`src/rtl/csrw_pkg.sv`:
```
package csrw_pkg;

   localparam int SUB_W  = 32;
   localparam int C_POS  = 30;
   localparam int P_POS  = 31;
   localparam int PAR_LO = 4;

   typedef struct packed {
      logic       pro;
      logic       nonaudio;
      logic       copy_ok;
      logic [1:0] emph;
      logic [1:0] mode;
      logic [7:0] category;
      logic [1:0] rate;
      logic       is_dat;
      logic       is_datp;
   } cs_status_t;

endpackage

```
`src/rtl/csrw_block_tracker.sv`:
```
module csrw_block_tracker #(
   parameter int BLOCK_LEN = 192,
   parameter int IDX_W     = $clog2(BLOCK_LEN + 1)
) (
   input  logic             clk,
   input  logic             rst_n,
   input  logic             sub_valid,
   input  logic             sub_chan,
   input  logic             sub_bos,
   output logic             cur_sync,
   output logic [IDX_W-1:0] cur_idx,
   output logic             blk_last,
   output logic             blk_err
);

   localparam logic [IDX_W-1:0] FULL = IDX_W'(BLOCK_LEN);
   localparam logic [IDX_W-1:0] LAST = IDX_W'(BLOCK_LEN - 1);

   logic [IDX_W-1:0] cnt_q;
   logic             sync_q;
   logic             c1;

   assign c1 = sub_valid && !sub_chan;

   always_comb begin
      cur_sync = c1 && (sub_bos || (sync_q && cnt_q != FULL));
      cur_idx  = sub_bos ? '0 : cnt_q;
      blk_last = cur_sync && (cur_idx == LAST);
      blk_err  = c1 && sync_q && (sub_bos ? (cnt_q != FULL) : (cnt_q == FULL));
   end

   always_ff @(posedge clk or negedge rst_n) begin
      if (!rst_n) begin
         cnt_q  <= '0;
         sync_q <= 1'b0;
      end else if (c1) begin
         if (sub_bos) begin
            cnt_q  <= IDX_W'(1);
            sync_q <= 1'b1;
         end else if (sync_q) begin
            if (cnt_q == FULL) sync_q <= 1'b0;
            else               cnt_q  <= cnt_q + IDX_W'(1);
         end
      end
   end

   assert_cnt_bound_R6: assert property (@(posedge clk) disable iff (!rst_n)
      cnt_q <= FULL);

   assert_bos_starts_R6: assert property (@(posedge clk) disable iff (!rst_n)
      (c1 && sub_bos) |=> (sync_q && cnt_q == IDX_W'(1)));

   assert_late_drops_R10: assert property (@(posedge clk) disable iff (!rst_n)
      (c1 && !sub_bos && sync_q && cnt_q == FULL) |=> !sync_q);

endmodule

```
`src/rtl/csrw_status_decode.sv`:
```
module csrw_status_decode
   import csrw_pkg::*;
#(
   parameter int         CAP_BITS = 26,
   parameter int         IDX_W    = 8,
   parameter logic [7:0] CAT_DAT  = 8'h03,
   parameter logic [7:0] CAT_DATP = 8'h83
) (
   input  logic             clk,
   input  logic             rst_n,
   input  logic             cur_sync,
   input  logic [IDX_W-1:0] cur_idx,
   input  logic             c_bit,
   input  logic             blk_last,
   input  logic             blk_err,
   output cs_status_t       st,
   output logic             st_valid
);

   initial begin
      assert (CAP_BITS >= 26) else $error("CAP_BITS must cover status bit 25");
   end

   logic [CAP_BITS-1:0] cap_q;
   cs_status_t          dec;
   logic                mode0;
   logic                unused_cap;

   for (genvar i = 0; i < CAP_BITS; i++) begin : g_cap
      always_ff @(posedge clk or negedge rst_n) begin
         if (!rst_n)                                    cap_q[i] <= 1'b0;
         else if (cur_sync && cur_idx == IDX_W'(i))     cap_q[i] <= c_bit;
      end
   end

   assign unused_cap = ^cap_q;

   always_comb begin
      mode0        = (cap_q[7:6] == 2'b00);
      dec.pro      = cap_q[0];
      dec.nonaudio = cap_q[1];
      dec.copy_ok  = cap_q[2];
      dec.emph     = {cap_q[4], cap_q[3]};
      dec.mode     = {cap_q[7], cap_q[6]};
      dec.category = mode0 ? cap_q[15:8] : 8'h00;
      dec.rate     = mode0 ? {cap_q[25], cap_q[24]} : 2'b00;
      dec.is_dat   = mode0 && (cap_q[15:8] == CAT_DAT);
      dec.is_datp  = mode0 && (cap_q[15:8] == CAT_DATP);
   end

   always_ff @(posedge clk or negedge rst_n) begin
      if (!rst_n) begin
         st       <= '0;
         st_valid <= 1'b0;
      end else begin
         if (blk_last) st <= dec;
         if (blk_err)       st_valid <= 1'b0;
         else if (blk_last) st_valid <= 1'b1;
      end
   end

   assert_valid_after_block_R7: assert property (@(posedge clk) disable iff (!rst_n)
      $rose(st_valid) |-> $past(blk_last));

   assert_valid_drop_R10: assert property (@(posedge clk) disable iff (!rst_n)
      $fell(st_valid) |-> $past(blk_err));

   assert_mode_gate_R8: assert property (@(posedge clk) disable iff (!rst_n)
      (st.mode != 2'b00) |-> (st.category == 8'h00 && st.rate == 2'b00));

   assert_flags_exclusive_R9: assert property (@(posedge clk) disable iff (!rst_n)
      $onehot0({st.is_dat, st.is_datp}));

endmodule

```
`src/rtl/csrw_bit_rewrite.sv`:
```
module csrw_bit_rewrite
   import csrw_pkg::*;
#(
   parameter int IDX_W = 8
) (
   input  logic             clk,
   input  logic             rst_n,
   input  logic             rw_en,
   input  logic             sub_valid,
   input  logic             sub_chan,
   input  logic             sub_bos,
   input  logic [SUB_W-1:0] sub_data,
   input  logic             cur_sync,
   input  logic [IDX_W-1:0] cur_idx,
   output logic             out_valid,
   output logic             out_chan,
   output logic             out_bos,
   output logic [SUB_W-1:0] out_data
);

   localparam int              NFORCE = 3;
   localparam int              FORCE_IDX [NFORCE] = '{0, 2, 3};
   localparam logic [NFORCE-1:0] FORCE_VAL = 3'b010;

   logic [NFORCE-1:0] hit;
   logic              do_force;
   logic              forced_c;
   logic [SUB_W-1:0]  nxt;

   for (genvar k = 0; k < NFORCE; k++) begin : g_hit
      assign hit[k] = (cur_idx == IDX_W'(FORCE_IDX[k]));
   end

   always_comb begin
      do_force = rw_en && cur_sync && (|hit);
      forced_c = |(hit & FORCE_VAL);
      nxt      = sub_data;
      if (do_force && sub_data[C_POS] != forced_c) begin
         nxt[C_POS] = forced_c;
         nxt[P_POS] = ^nxt[P_POS-1:PAR_LO];
      end
   end

   always_ff @(posedge clk or negedge rst_n) begin
      if (!rst_n) begin
         out_valid <= 1'b0;
         out_chan  <= 1'b0;
         out_bos   <= 1'b0;
         out_data  <= '0;
      end else begin
         out_valid <= sub_valid;
         out_chan  <= sub_chan;
         out_bos   <= sub_bos;
         out_data  <= nxt;
      end
   end

   assert_latency_R1: assert property (@(posedge clk) disable iff (!rst_n)
      1'b1 |=> (out_valid == $past(sub_valid) && out_chan == $past(sub_chan)
                && out_bos == $past(sub_bos)));

   assert_ch2_pass_R2: assert property (@(posedge clk) disable iff (!rst_n)
      (sub_valid && sub_chan) |=> (out_data == $past(sub_data)));

   assert_off_pass_R3: assert property (@(posedge clk) disable iff (!rst_n)
      !rw_en |=> (out_data == $past(sub_data)));

   assert_even_parity_R5: assert property (@(posedge clk) disable iff (!rst_n)
      (rw_en && cur_sync) |=> ((out_data[C_POS] == $past(sub_data[C_POS]))
                               || (^out_data[P_POS:PAR_LO] == 1'b0)));

endmodule

```
`src/rtl/csrw_rewriter.sv`:
```
module csrw_rewriter
   import csrw_pkg::*;
#(
   parameter int         BLOCK_LEN = 192,
   parameter int         CAP_BITS  = 26,
   parameter logic [7:0] CAT_DAT   = 8'h03,
   parameter logic [7:0] CAT_DATP  = 8'h83
) (
   input  logic       clk,
   input  logic       rst_n,
   input  logic       rw_en,
   input  logic       in_valid,
   input  logic       in_chan,
   input  logic       in_bos,
   input  logic [31:0] in_sub,
   output logic       out_valid,
   output logic       out_chan,
   output logic       out_bos,
   output logic [31:0] out_sub,
   output logic       st_valid,
   output logic       st_pro,
   output logic       st_nonaudio,
   output logic       st_copy_ok,
   output logic [1:0] st_emph,
   output logic [1:0] st_mode,
   output logic [7:0] st_category,
   output logic [1:0] st_rate,
   output logic       st_is_dat,
   output logic       st_is_datp
);

   localparam int IDX_W = $clog2(BLOCK_LEN + 1);

   initial begin
      assert (BLOCK_LEN > CAP_BITS) else $error("BLOCK_LEN must exceed CAP_BITS");
      assert (SUB_W == 32) else $error("subframe width must be 32");
   end

   logic             cur_sync;
   logic [IDX_W-1:0] cur_idx;
   logic             blk_last;
   logic             blk_err;
   cs_status_t       st;

   csrw_block_tracker #(.BLOCK_LEN(BLOCK_LEN), .IDX_W(IDX_W)) trk_i (
      .clk(clk), .rst_n(rst_n), .sub_valid(in_valid), .sub_chan(in_chan),
      .sub_bos(in_bos), .cur_sync(cur_sync), .cur_idx(cur_idx),
      .blk_last(blk_last), .blk_err(blk_err)
   );

   csrw_status_decode #(.CAP_BITS(CAP_BITS), .IDX_W(IDX_W),
                        .CAT_DAT(CAT_DAT), .CAT_DATP(CAT_DATP)) dec_i (
      .clk(clk), .rst_n(rst_n), .cur_sync(cur_sync), .cur_idx(cur_idx),
      .c_bit(in_sub[C_POS]), .blk_last(blk_last), .blk_err(blk_err),
      .st(st), .st_valid(st_valid)
   );

   csrw_bit_rewrite #(.IDX_W(IDX_W)) rw_i (
      .clk(clk), .rst_n(rst_n), .rw_en(rw_en), .sub_valid(in_valid),
      .sub_chan(in_chan), .sub_bos(in_bos), .sub_data(in_sub),
      .cur_sync(cur_sync), .cur_idx(cur_idx), .out_valid(out_valid),
      .out_chan(out_chan), .out_bos(out_bos), .out_data(out_sub)
   );

   assign st_pro      = st.pro;
   assign st_nonaudio = st.nonaudio;
   assign st_copy_ok  = st.copy_ok;
   assign st_emph     = st.emph;
   assign st_mode     = st.mode;
   assign st_category = st.category;
   assign st_rate     = st.rate;
   assign st_is_dat   = st.is_dat;
   assign st_is_datp  = st.is_datp;

endmodule

```
`config.mk`:
```
export PLATFORM = sky130hd
export DESIGN_NAME = csrw_rewriter
export DESIGN_NICKNAME = d
export VERILOG_FILES = /design/src/rtl/csrw_pkg.sv /design/src/rtl/csrw_block_tracker.sv /design/src/rtl/csrw_status_decode.sv /design/src/rtl/csrw_bit_rewrite.sv /design/src/rtl/csrw_rewriter.sv
export SDC_FILE = /design/constraint.sdc
export NUM_CORES = 1
export LEC_CHECK = 0
export BUFFER_PORTS_ARGS = -buffer_cell sky130_fd_sc_hd__buf_2
export CORE_MARGIN = 3
export CORE_UTILIZATION = 56
export CTS_CLUSTER_SIZE = 24
export DETAILED_ROUTE_END_ITERATION = 10
export GPL_ROUTABILITY_DRIVEN = 0
export PLACE_DENSITY = 0.87
export SYNTH_ARGS = -nofsm -noshare
export SYNTH_HDL_FRONTEND = slang
export SYNTH_SLANG_ARGS = --single-unit
```
`constraint.sdc`:
```
create_clock -name clk -period 4 [get_ports clk]
set_input_delay 0.2 -clock clk [delete_from_list [all_inputs] [get_ports clk]]
set_output_delay 0.2 -clock clk [all_outputs]
set_load 0.005 [all_outputs]
```
==> results.txt, run 1 <==
----------------------------------------------------
[Logic synthesis]
  Cell type with the highest aggregate area in the netlist ... dfrtp_1
  Share of the synthesized area in compound gates (AO/OA/AOI/OAI) ... 0.0580
  Synth Warn # ... 0
  Main combinational cell family by area after synthesis ... simple AND/OR/NAND/NOR gates
  Register bit total from synthesis ... 81
  Share of the synthesized area in the top cell type ... 0.594
  Summed instance area of the synthesized netlist ... approximately 3400 um2
  Post-Syn Nets ... ~320
  Share of cell area taken by muxes after synthesis ... 0.0851
  Cells after synthesis ... roughly 280
  Fraction of the mapped netlist area in adder cells ... 0.0110
  Synthesized-area fraction occupied by and/or/nand/nor cells ... 0.144
  Sequential fraction of the synthesis area ... 0.594
  Syn Area/Cell ... around 12 um2
  Count of distinct cell types in the synthesized netlist ... about 40
  Synth top area cells ... dfrtp_1 59%, mux2_1 6.6%, xnor2_1 5.1%
  Synth Area in XOR/XNOR ... 0.0804

[Global routing]
  M2 GR Usage ... 0.460
  Met3 usage ... 0.0582
  GRT Overall Usage ... 0.253
  Overflow left after global routing ... 0
  Global routing's busiest layer ... met2
  First-pass GRT wire length ... approximately 14 mm
  Global Route met1 Usage ... 0.280
  Pin count of the biggest net entering global routing ... just over 80
  Vias in the first global route ... around 2700
  Antenna violations before repair ... 0

[Timing]
  Fin. Hold Viols ... 3
  Tightest slew margin relative to the limit ... 0.343
  Period utilisation layout ... 0.644
  Setup tns final ... 0 ns
  Max-slew violation count ... 0
  RSZ-0062 raised after global routing ... no
  Fmax achieved ... just under 0.4 GHz
  Worst hold margin ... -0.00839 ns
  Slew at the pin closest to its max-slew limit ... approximately 0.98 ns
  Final critical delay including setup and external delays ... approximately 2.6 ns
  Max Clock Skew ... about 0.013 ns
  Endpoints failing setup ... 0

[Pwr]
  Total power draw ... 1.88 mW
  Static power due to leakage ... around 2.1 nW
  Peak supply drop ... around 0.00032 V
  Power per Cell Area ... approximately 430 nW/um2

[Drt]
  Aggregate routed wire length ... 8.26 mm
  Iteration-0 DRC count of the detailed router ... between 200 and 300
  DRC viols ... 0
  First-pass detailed-route iteration total ... 4
  Count of vias placed by the detailed router ... approximately 2600
  Final ANT Viol Nets ... 0
  Post-detailed-route via-to-cell ratio ... 5.42
  Routed len/inst ... 17.4 um

[Place]
  Post-placement cell area ... 3900 um2
  Count of buffers inserted at the top-level ports ... a little over 90
  DP Cell Count ... between 400 and 500
  Final HPWL DP ... approximately 5.0 mm

[Clock tree]
  CTS tree ... built
  Worst-skew pair later-pin latency ... between 0.3 and 0.4 ns
  Clock-pin slew reported for the worst setup and hold paths after clock tree synthesis ... 0.08 ns
  Largest buffer count on any clock path ... 2
  Cell chosen for the clock root ... clkbuf_8
  Clock buffers created by TritonCTS ... 9
  Resize count post-CTS ... 0
  CTS Sinks ... just over 80
  H-tree levels ... 3

[Finish]
  Post-route non-filler standard cell count ... ~470
  Post-route cell area ... between 4000 and 5000 um2
  Antenna diode count ... 0
  Final Net Count ... 440
  Layout area overhead ... 28.5%
  Proportion of layout cells with a drive suffix above 1 ... 0.296

[Worst setup path]
  Startpoint kind of the worst setup timing path ... flop
  Worst R2R Start ... trk_i.cnt_q[1]$_DFFE_PN0P_
  Worst r2r dst ... trk_i.cnt_q[5]$_DFFE_PN0P_
  Worst setup EP type ... flop
  Internal reg-to-reg setup slack ... between 1 and 1.5 ns
  Max Fanout on Critical Path ... 10
  Required time reported for the critical path endpoint ... roughly 4.2 ns
  Kind of critical path ... flop to flop
  Worst reg-to-reg path cell count ... 9
  Critical path arrival ... about 2.8 ns

[Min path]
  Hold WC Path Type ... primary input to async pin

[Die]
  Die boundary width ... 84.0 um
  Num rows ... 27
  Total Die Area ... between 7000 and 8000 um2
  Core Box Area ... approximately 5700 um2
  Height of the chip ... 84.0 um
  Effective utilization at floorplan ... 0.597
  Number of top-level pins ... 93

[Status]
  Violated checks ... negative hold slack
  Outcome ... finished, violations left

[Job]
  # Max-Cap Violations ... 0

----------------------------------------------------
synthesized netlist by cell type:
| cell | instances |
|---|---|
| dfrtp_1 | 81 |
| nand2_1 | 33 |
| mux2_1 | 20 |
| xnor2_1 | 20 |
| nor2_1 | 14 |
| o21ai_0 | 10 |
| nor3_1 | 9 |
| clkbuf_1 | 8 |
| a21oi_1 | 7 |
| nor4_2 | 6 |
| inv_1 | 5 |
| nand2b_1 | 5 |
| nand3_1 | 5 |
| o21ai_1 | 5 |
| mux2_2 | 4 |
| o31ai_1 | 4 |
| xnor3_1 | 4 |
| a22o_1 | 3 |
| ha_1 | 3 |
| nand4_1 | 3 |
| nor4_1 | 3 |
| buf_1 | 2 |
| buf_2 | 2 |
| buf_6 | 2 |
| mux2i_1 | 2 |
| nor2b_1 | 2 |
| a211o_1 | 1 |
| a21boi_0 | 1 |
| and2_1 | 1 |
| inv_2 | 1 |
| nand3b_1 | 1 |
| nor4_4 | 1 |
| nor4b_1 | 1 |
| o211ai_1 | 1 |
| o21bai_1 | 1 |
| or3_1 | 1 |
| or3b_1 | 1 |
| or4_1 | 1 |
| or4_4 | 1 |
| or4b_1 | 1 |
| xor2_1 | 1 |
per-layer routing:
metal	routed length (um)	vias up
met5	0	-
met4	274	0
met3	345	24
met2	4630	81
met1	3020	1265
li1	-	1200
worst max path at each step:
stage / startpoint / endpoint / slack [ns] / cells after the start
after floorplan: trk_i.cnt_q[4]$_DFFE_PN0P_ / dec_i.cap_q[1]$_DFFE_PN0P_ / 1.82 / 6
after global placement: trk_i.cnt_q[4]$_DFFE_PN0P_ / dec_i.cap_q[13]$_DFFE_PN0P_ / 1.70 / 4
after detailed placement: trk_i.cnt_q[4]$_DFFE_PN0P_ / dec_i.cap_q[15]$_DFFE_PN0P_ / 1.67 / 4
after CTS: trk_i.cnt_q[0]$_DFFE_PN0P_ / trk_i.cnt_q[5]$_DFFE_PN0P_ / 1.55 / 9
after global routing: trk_i.cnt_q[0]$_DFFE_PN0P_ / trk_i.cnt_q[5]$_DFFE_PN0P_ / 1.24 / 9
final: trk_i.cnt_q[1]$_DFFE_PN0P_ / trk_i.cnt_q[5]$_DFFE_PN0P_ / 1.42 / 9
state kept, by name (all words and copies together), names as in the netlist:
signal / cells
dec_i.cap_q: 17
rw_i.out_bos: 1
rw_i.out_valid: 1
trk_i.sync_q: 1
dec_i.st_valid: 1
dec_i.st: 19
trk_i.cnt_q: 8
rw_i.out_chan: 1
rw_i.out_data: 32
area by class of cell:
class | instances | area [um2]
Clock buffer | 11 | 141
Clock inverter | 3 | 18.8
Fill cell | 361 | 1330
Inverter | 6 | 22.5
Multi-Input combinational cell | 176 | 1290
Sequential cell | 81 | 2030
Tap cell | 72 | 90.1
Timing Repair Buffer | 125 | 791
power breakdown:
part,internal [mW],switching (mW)
Sequential,0.897,0.0916
Combinational,0.183,0.182
Clock,0.235,0.288
Total,1.32,0.562
per-stage QoR:
stage                     worst slack (ns)   util
after global placement                1.70  0.683
final                                 1.42  0.767
after detailed placement              1.67  0.683
after global routing                  1.24  0.767
after floorplan                       1.82      -
after CTS                             1.55  0.767
layout by cell type (no fill, tap or decap), types with 6 or more instances in the layout:
master and n:
nor3_1 9, a21oi_1 7, nor2_1 14, dfrtp_1 81, dlygate4sd3_1 32, mux2_1 20, o21ai_0 10, clkbuf_8 10
nand2_1 33, nor4_2 6, buf_2 91, xnor2_1 20
critical path, stage by stage (launching register included):
cell and delay (ns):
dfrtp_1 0.47, inv_1 0.12, ha_1 0.19, nand3_1 0.13, nor4b_1 0.59, ha_1 0.29, or3_1 0.30, nor2_1 0.11
xnor2_1 0.17, a21oi_1 0.06
timing repair:
action	4_1_cts	5_1_grt
endpoints found under the hold margin	32	0
hold buffers	32	0
setup buffers	0	0
setup endpoints to repair	0	0
logic make-up (layout without fill, tap and decap cells):
kind of cell,after synthesis,after routing
adder cells (fa/ha/maj),3,3
XOR/XNOR,25,25
AO/OA/AOI/OAI,33,33
buffers and inverters,20,145
flip-flops,81,81
AND/OR/NAND/NOR,89,89
multiplexers,26,26
No activity file was read; power rests on OpenSTA's default activity.
==> inputs of run 2 (changes only) <==
CORE_UTILIZATION = 47   (was 56)
PLACE_DENSITY = 0.79   (was 0.87)
clock period = 2.25 ns   (was 4 ns; I/O delays follow)
==> results.txt, run 2 (same netlist as run 1, synthesis figures left out) <==
----------------------------------------------------
[Status]
  Outcome ... complete, no violations

[Timing]
  Fmax achieved ... roughly 0.46 GHz
  Period utilisation layout ... 0.967
  Slew at the pin closest to its max-slew limit ... 1.01 ns
  Max-slew violation count ... 0
  Fin. Hold Viols ... 0
  Endpoints failing setup ... 0
  Tightest slew margin relative to the limit ... 0.329
  Setup tns final ... 0 ns
  Final critical delay including setup and external delays ... 2.17 ns
  RSZ-0062 raised after global routing ... yes
  Max Clock Skew ... 0.0158 ns

[Drt]
  Final ANT Viol Nets ... 0
  Routed len/inst ... between 15 and 20 um
  First-pass detailed-route iteration total ... 4
  DRC viols ... 0
  Aggregate routed wire length ... 8.59 mm
  Count of vias placed by the detailed router ... around 2700
  Post-detailed-route via-to-cell ratio ... just over 5
  Iteration-0 DRC count of the detailed router ... ~170

[Place]
  Final HPWL DP ... between 5 and 6 mm
  Count of buffers inserted at the top-level ports ... a little over 90
  Post-placement cell area ... between 4000 and 5000 um2

[Pwr]
  Combinational share of power ... 0.222
  Sw Share ... 0.306
  Switching power of the nets ... 1.07 mW
  Static power due to leakage ... ~2.2 nW
  Total power draw ... 3.50 mW
  Peak supply drop ... about 0.00036 V
  Power per Cell Area ... 757 nW/um2
  Int Pwr ... 2.43 mW
  Sequential fraction of design power ... 0.486
  Share of power burned in the clock network ... 0.292

[Worst setup path]
  Max Fanout on Critical Path ... 10
  Critical path arrival ... between 2 and 2.5 ns
  Kind of critical path ... flop to flop
  Startpoint kind of the worst setup timing path ... flop
  Worst R2R Start ... trk_i.cnt_q[4]$_DFFE_PN0P_
  Startpoint of the worst setup timing path ... trk_i.cnt_q[4]$_DFFE_PN0P_
  Worst setup EP type ... flop
  Required time reported for the critical path endpoint ... 2.49 ns

[Clock tree]
  H-tree levels ... 3
  Clock-pin slew reported for the worst setup and hold paths after clock tree synthesis ... around 0.09 ns
  Largest buffer count on any clock path ... 2
  CTS tree ... built
  Worst-skew pair later-pin latency ... between 0.3 and 0.4 ns
  Cell chosen for the clock root ... clkbuf_8
  Buffers inserted during post-CTS setup optimization ... 0
  CTS Sinks ... 81
  Clock buffers created by TritonCTS ... 9

[Job]
  # Max-Cap Violations ... 0

[Global routing]
  Vias in the first global route ... about 2800
  First-pass GRT wire length ... approximately 14 mm
  Antenna violations before repair ... 0
  Pin count of the biggest net entering global routing ... 82
  GRT Overall Usage ... 0.215
  Overflow left after global routing ... 0

[Finish]
  Top library cells by usage in the layout, fill and taps aside ... 91 x buf_2, 80 x dfrtp_1, 35 x dlygate4sd3_1, 33 x nand2_1
  Final design utilization ... 0.670
  Proportion of layout cells with a drive suffix above 1 ... 0.333
  Reg with most FFs ... rw_i.out_data
  Fill cell count ... about 490
  Leading cell type in the layout, fill and taps excluded ... buf_2
  Layout area overhead ... 35.7%
  Antenna diode count ... 0
  Flip-flop count of the largest register, all copies and words added ... 32
  Largest registers ... rw_i.out_data (32), dec_i.st (19), dec_i.cap_q (17)
  Post-route cell area ... approximately 4600 um2
  Final Net Count ... 460

[Die]
  Total Die Area ... 8310 um2
  Die boundary width ... 91.2 um
  Number of top-level pins ... 93
  Height of the chip ... 91.2 um
  Effective utilization at floorplan ... 0.494
  Core Box Area ... just under 7000 um2
  Num rows ... 30

[Min path]
  Hold WC Path Type ... primary input to flop
  Launch point of the worst hold path ... rw_en

----------------------------------------------------
-- run 2: cell types whose count changed in the layout (fill, tap and decap cells not counted), sizes merged --
cell / change
clkinvlp: +1
buf: +17
inv: +2
dlygate4sd3: +3
clkbuf: -1
-- run 2: cell type report --
class	count	area, um2	area share
clock buffers	10	138	0.0298
inverters	6	22.5	0.00487
clock inverters	6	51.3	0.0111
multi-input cells	176	1310	0.284
well taps	96	120	0.0260
repair buffers	145	952	0.206
flip-flops and latches	81	2030	0.438
-- run 2: power groups by stage --
stage / registers [mW] / clock network, mW / logic [mW]
after floorplan: 1.69 / 0 / 0.474
after global placement: 1.72 / 0 / 0.686
after detailed placement: 1.73 / 0 / 0.704
after CTS: 1.70 / 1.02 / 0.758
after global routing: 1.72 / 1.10 / 0.855
final: 1.70 / 1.02 / 0.776
-- run 2: path summary, 6_finish.rpt --
kind | slack (ns) | end | depth (start not counted)
worst max-delay path | 0.08 | dec_i.cap_q[11]$_DFFE_PN0P_ | 5
worst min-delay path | 0.09 | rw_i.out_data[30]$_DFF_PN0_ | 2
worst max register to register | 0.08 | dec_i.cap_q[11]$_DFFE_PN0P_ | 5
worst min register to register | 0.48 | dec_i.st[5]$_DFFE_PN0P_ | 2
max in group asynchronous | 1.05 | trk_i.cnt_q[0]$_DFFE_PN0P_ | 2
min in group asynchronous | 0.46 | rw_i.out_data[29]$_DFF_PN0_ | 2
-- run 2: layer usage --
metal | GRT usage | wire length (um) | vias up
met1 | 0.267 | 3530 | 1311
li1 | - | - | 1244
met3 | 0.0613 | 649 | 13
met4 | 0.0704 | 143 | 0
met5 | 0 | 0 | -
met2 | 0.362 | 4270 | 111
-- run 2: critical path, stage by stage, from the launching register on --
cell     delay (ns)
dfrtp_1        0.39
or4_4          0.55
a211o_1        0.34
buf_6          0.17
nor4_4         0.27
mux2_1         0.35
-- run 2: timing repair --
action,4_1_cts,5_1_grt
endpoints found under the hold margin,115,0
pin swaps,0,0
gates resized for setup,1,4
setup endpoints to repair,4,8
hold buffers,35,0
-- run 2: metrics by stage --
stage | hold slack (ns) | cells | worst slack, ns
3_5_place_dp | 0.224 | 469 | -0.0223
6_report | 0.0881 | 520 | 0.0751
5_1_grt | 0.0709 | 520 | -0.0180
2_1_floorplan | -0.183 | 277 | 0.0688
4_1_cts | 0.0674 | 520 | 0.0206
3_3_place_gp | 0.222 | 469 | 0.112
==> inputs of run 3 (changes only) <==
RECOVER_POWER = 50   (was unset)
==> results.txt, run 3 (same netlist as run 1, synthesis figures left out) <==
----------------------------------------------------
[Finish]
  Largest registers ... rw_i.out_data (32), dec_i.st (19), dec_i.cap_q (17)
  Antenna diode count ... 0
  Layout area overhead ... 33.1%
  Final Net Count ... 460
  Reg with most FFs ... rw_i.out_data
  Final design utilization ... 0.657
  Top library cells by usage in the layout, fill and taps aside ... 80 x dfrtp_1, 71 x clkbuf_1, 35 x dlygate4sd3_1, 33 x nand2_1
  Proportion of layout cells with a drive suffix above 1 ... 0.165
  Leading cell type in the layout, fill and taps excluded ... dfrtp_1
  Flip-flop count of the largest register, all copies and words added ... 32

[Die]
  Effective utilization at floorplan ... 0.494
  Num rows ... 30
  Total Die Area ... between 8000 and 9000 um2
  Die boundary width ... between 90 and 100 um
  Core Box Area ... around 6900 um2
  Number of top-level pins ... between 90 and 100
  Height of the chip ... 91.2 um

[Clock tree]
  Worst-skew pair later-pin latency ... about 0.36 ns
  Clock-pin slew reported for the worst setup and hold paths after clock tree synthesis ... about 0.090 ns
  Cell chosen for the clock root ... clkbuf_8
  CTS Sinks ... between 80 and 90
  Clock buffers created by TritonCTS ... 9
  Buffers inserted during post-CTS setup optimization ... 0
  CTS tree ... built
  H-tree levels ... 3
  Largest buffer count on any clock path ... 2

[Global routing]
  First-pass GRT wire length ... 14.2 mm
  Pin count of the biggest net entering global routing ... 82
  Global Route met1 Usage ... 0.267
  Met3 usage ... 0.0613
  M2 GR Usage ... 0.362
  Antenna violations before repair ... 0
  Global routing's busiest layer ... met2
  Overflow left after global routing ... 0
  Vias in the first global route ... 2780
  GRT Overall Usage ... 0.215

[Timing]
  Period utilisation layout ... 0.969
  Fin. Hold Viols ... 0
  RSZ-0062 raised after global routing ... yes
  Final critical delay including setup and external delays ... ~2.2 ns
  Worst hold margin ... 0.0837 ns
  Endpoints failing setup ... 0
  Fmax achieved ... about 0.46 GHz
  Slew at the pin closest to its max-slew limit ... around 0.99 ns
  Max Clock Skew ... 0.0142 ns
  Max-slew violation count ... 0
  Tightest slew margin relative to the limit ... 0.341

[Place]
  Count of buffers inserted at the top-level ports ... ~90
  Final HPWL DP ... approximately 5.2 mm

[Drt]
  Final ANT Viol Nets ... 0
  Routed len/inst ... ~17 um
  First-pass detailed-route iteration total ... 4
  Aggregate routed wire length ... about 8.6 mm
  Count of vias placed by the detailed router ... approximately 2700
  Iteration-0 DRC count of the detailed router ... 181
  Post-detailed-route via-to-cell ratio ... 5.13
  DRC viols ... 0

[Worst setup path]
  Max Fanout on Critical Path ... 10
  Kind of critical path ... flop to flop
  Critical path arrival ... 2.42 ns
  Required time reported for the critical path endpoint ... 2.49 ns
  Startpoint kind of the worst setup timing path ... flop
  Worst setup EP type ... flop

[Status]
  Outcome ... complete, no violations

[Pwr]
  Peak supply drop ... around 0.00035 V
  Sequential fraction of design power ... 0.489
  Switching power of the nets ... 1.07 mW
  Int Pwr ... about 2.4 mW
  Total power draw ... approximately 3.5 mW
  Static power due to leakage ... 2.01 nW
  Share of power burned in the clock network ... 0.292
  Combinational share of power ... 0.219
  Sw Share ... 0.306
  Power per Cell Area ... 768 nW/um2

[Min path]
  Hold WC Path Type ... primary input to flop

[Job]
  # Max-Cap Violations ... 0

----------------------------------------------------
## run 3: routing by layer
layer | part of all wire | vias to the layer above | wire, um
met1 | 0.41 | 1309 | 3540
met4 | 0.015 | 0 | 133
met3 | 0.075 | 12 | 641
li1 | - | 1241 | -
met2 | 0.50 | 104 | 4280
met5 | 0 | - | 0
## run 3: final cells by class
| type | instances | area [um2] |
|---|---|---|
| clock buffer | 10 | 138 |
| clock inverter | 6 | 51.3 |
| fill | 537 | 2370 |
| inverter | 6 | 22.5 |
| multi-input combinational | 176 | 1310 |
| sequential | 81 | 2030 |
| tap | 96 | 120 |
| timing repair buffer | 145 | 863 |
## run 3: power groups by stage
stage	combinational [mW]	sequential, mW	clock [mW]
4_1_cts	0.758	1.70	1.02
6_report	0.762	1.70	1.02
5_1_grt	0.841	1.72	1.10
3_3_place_gp	0.686	1.72	0
3_5_place_dp	0.704	1.73	0
2_1_floorplan	0.474	1.69	0
## run 3: worst paths after layout
kind	from	to	slack [ns]	cells after the start
max	trk_i.cnt_q[4]$_DFFE_PN0P_	dec_i.cap_q[11]$_DFFE_PN0P_	0.07	5
min	rw_en	rw_i.out_data[30]$_DFF_PN0_	0.08	2
max reg2reg	trk_i.cnt_q[4]$_DFFE_PN0P_	dec_i.cap_q[11]$_DFFE_PN0P_	0.07	5
min reg2reg	dec_i.st[2]$_DFFE_PN0P_	dec_i.st[2]$_DFFE_PN0P_	0.49	2
max in group asynchronous	rst_n	trk_i.cnt_q[0]$_DFFE_PN0P_	1.09	2
min in group asynchronous	rst_n	rw_i.out_data[3]$_DFF_PN0_	0.47	2
## run 3: what timing repair did
item                       4_1_cts  5_1_grt
hold endpoints to repair       115        0
gates resized for setup          1        4
setup endpoints to repair        4        8
hold buffers                    35        0
## run 3: stage by stage
step	std cells	area, um2	setup WS, ns	TNS (ns)
2_1_floorplan	277	3410	0.0688	0
3_3_place_gp	469	4060	0.112	0
3_5_place_dp	469	4060	-0.0223	-0.0723
4_1_cts	520	4600	0.0206	0
5_1_grt	520	4540	-0.0180	-0.0360
6_report	520	4540	0.0707	0
## run 3: critical path, stage by stage, from the launching register on
cell and delay [ns]:
dfrtp_1 0.39, or4_4 0.55, a211o_1 0.34, buf_6 0.17, nor4_4 0.27, mux2_1 0.35
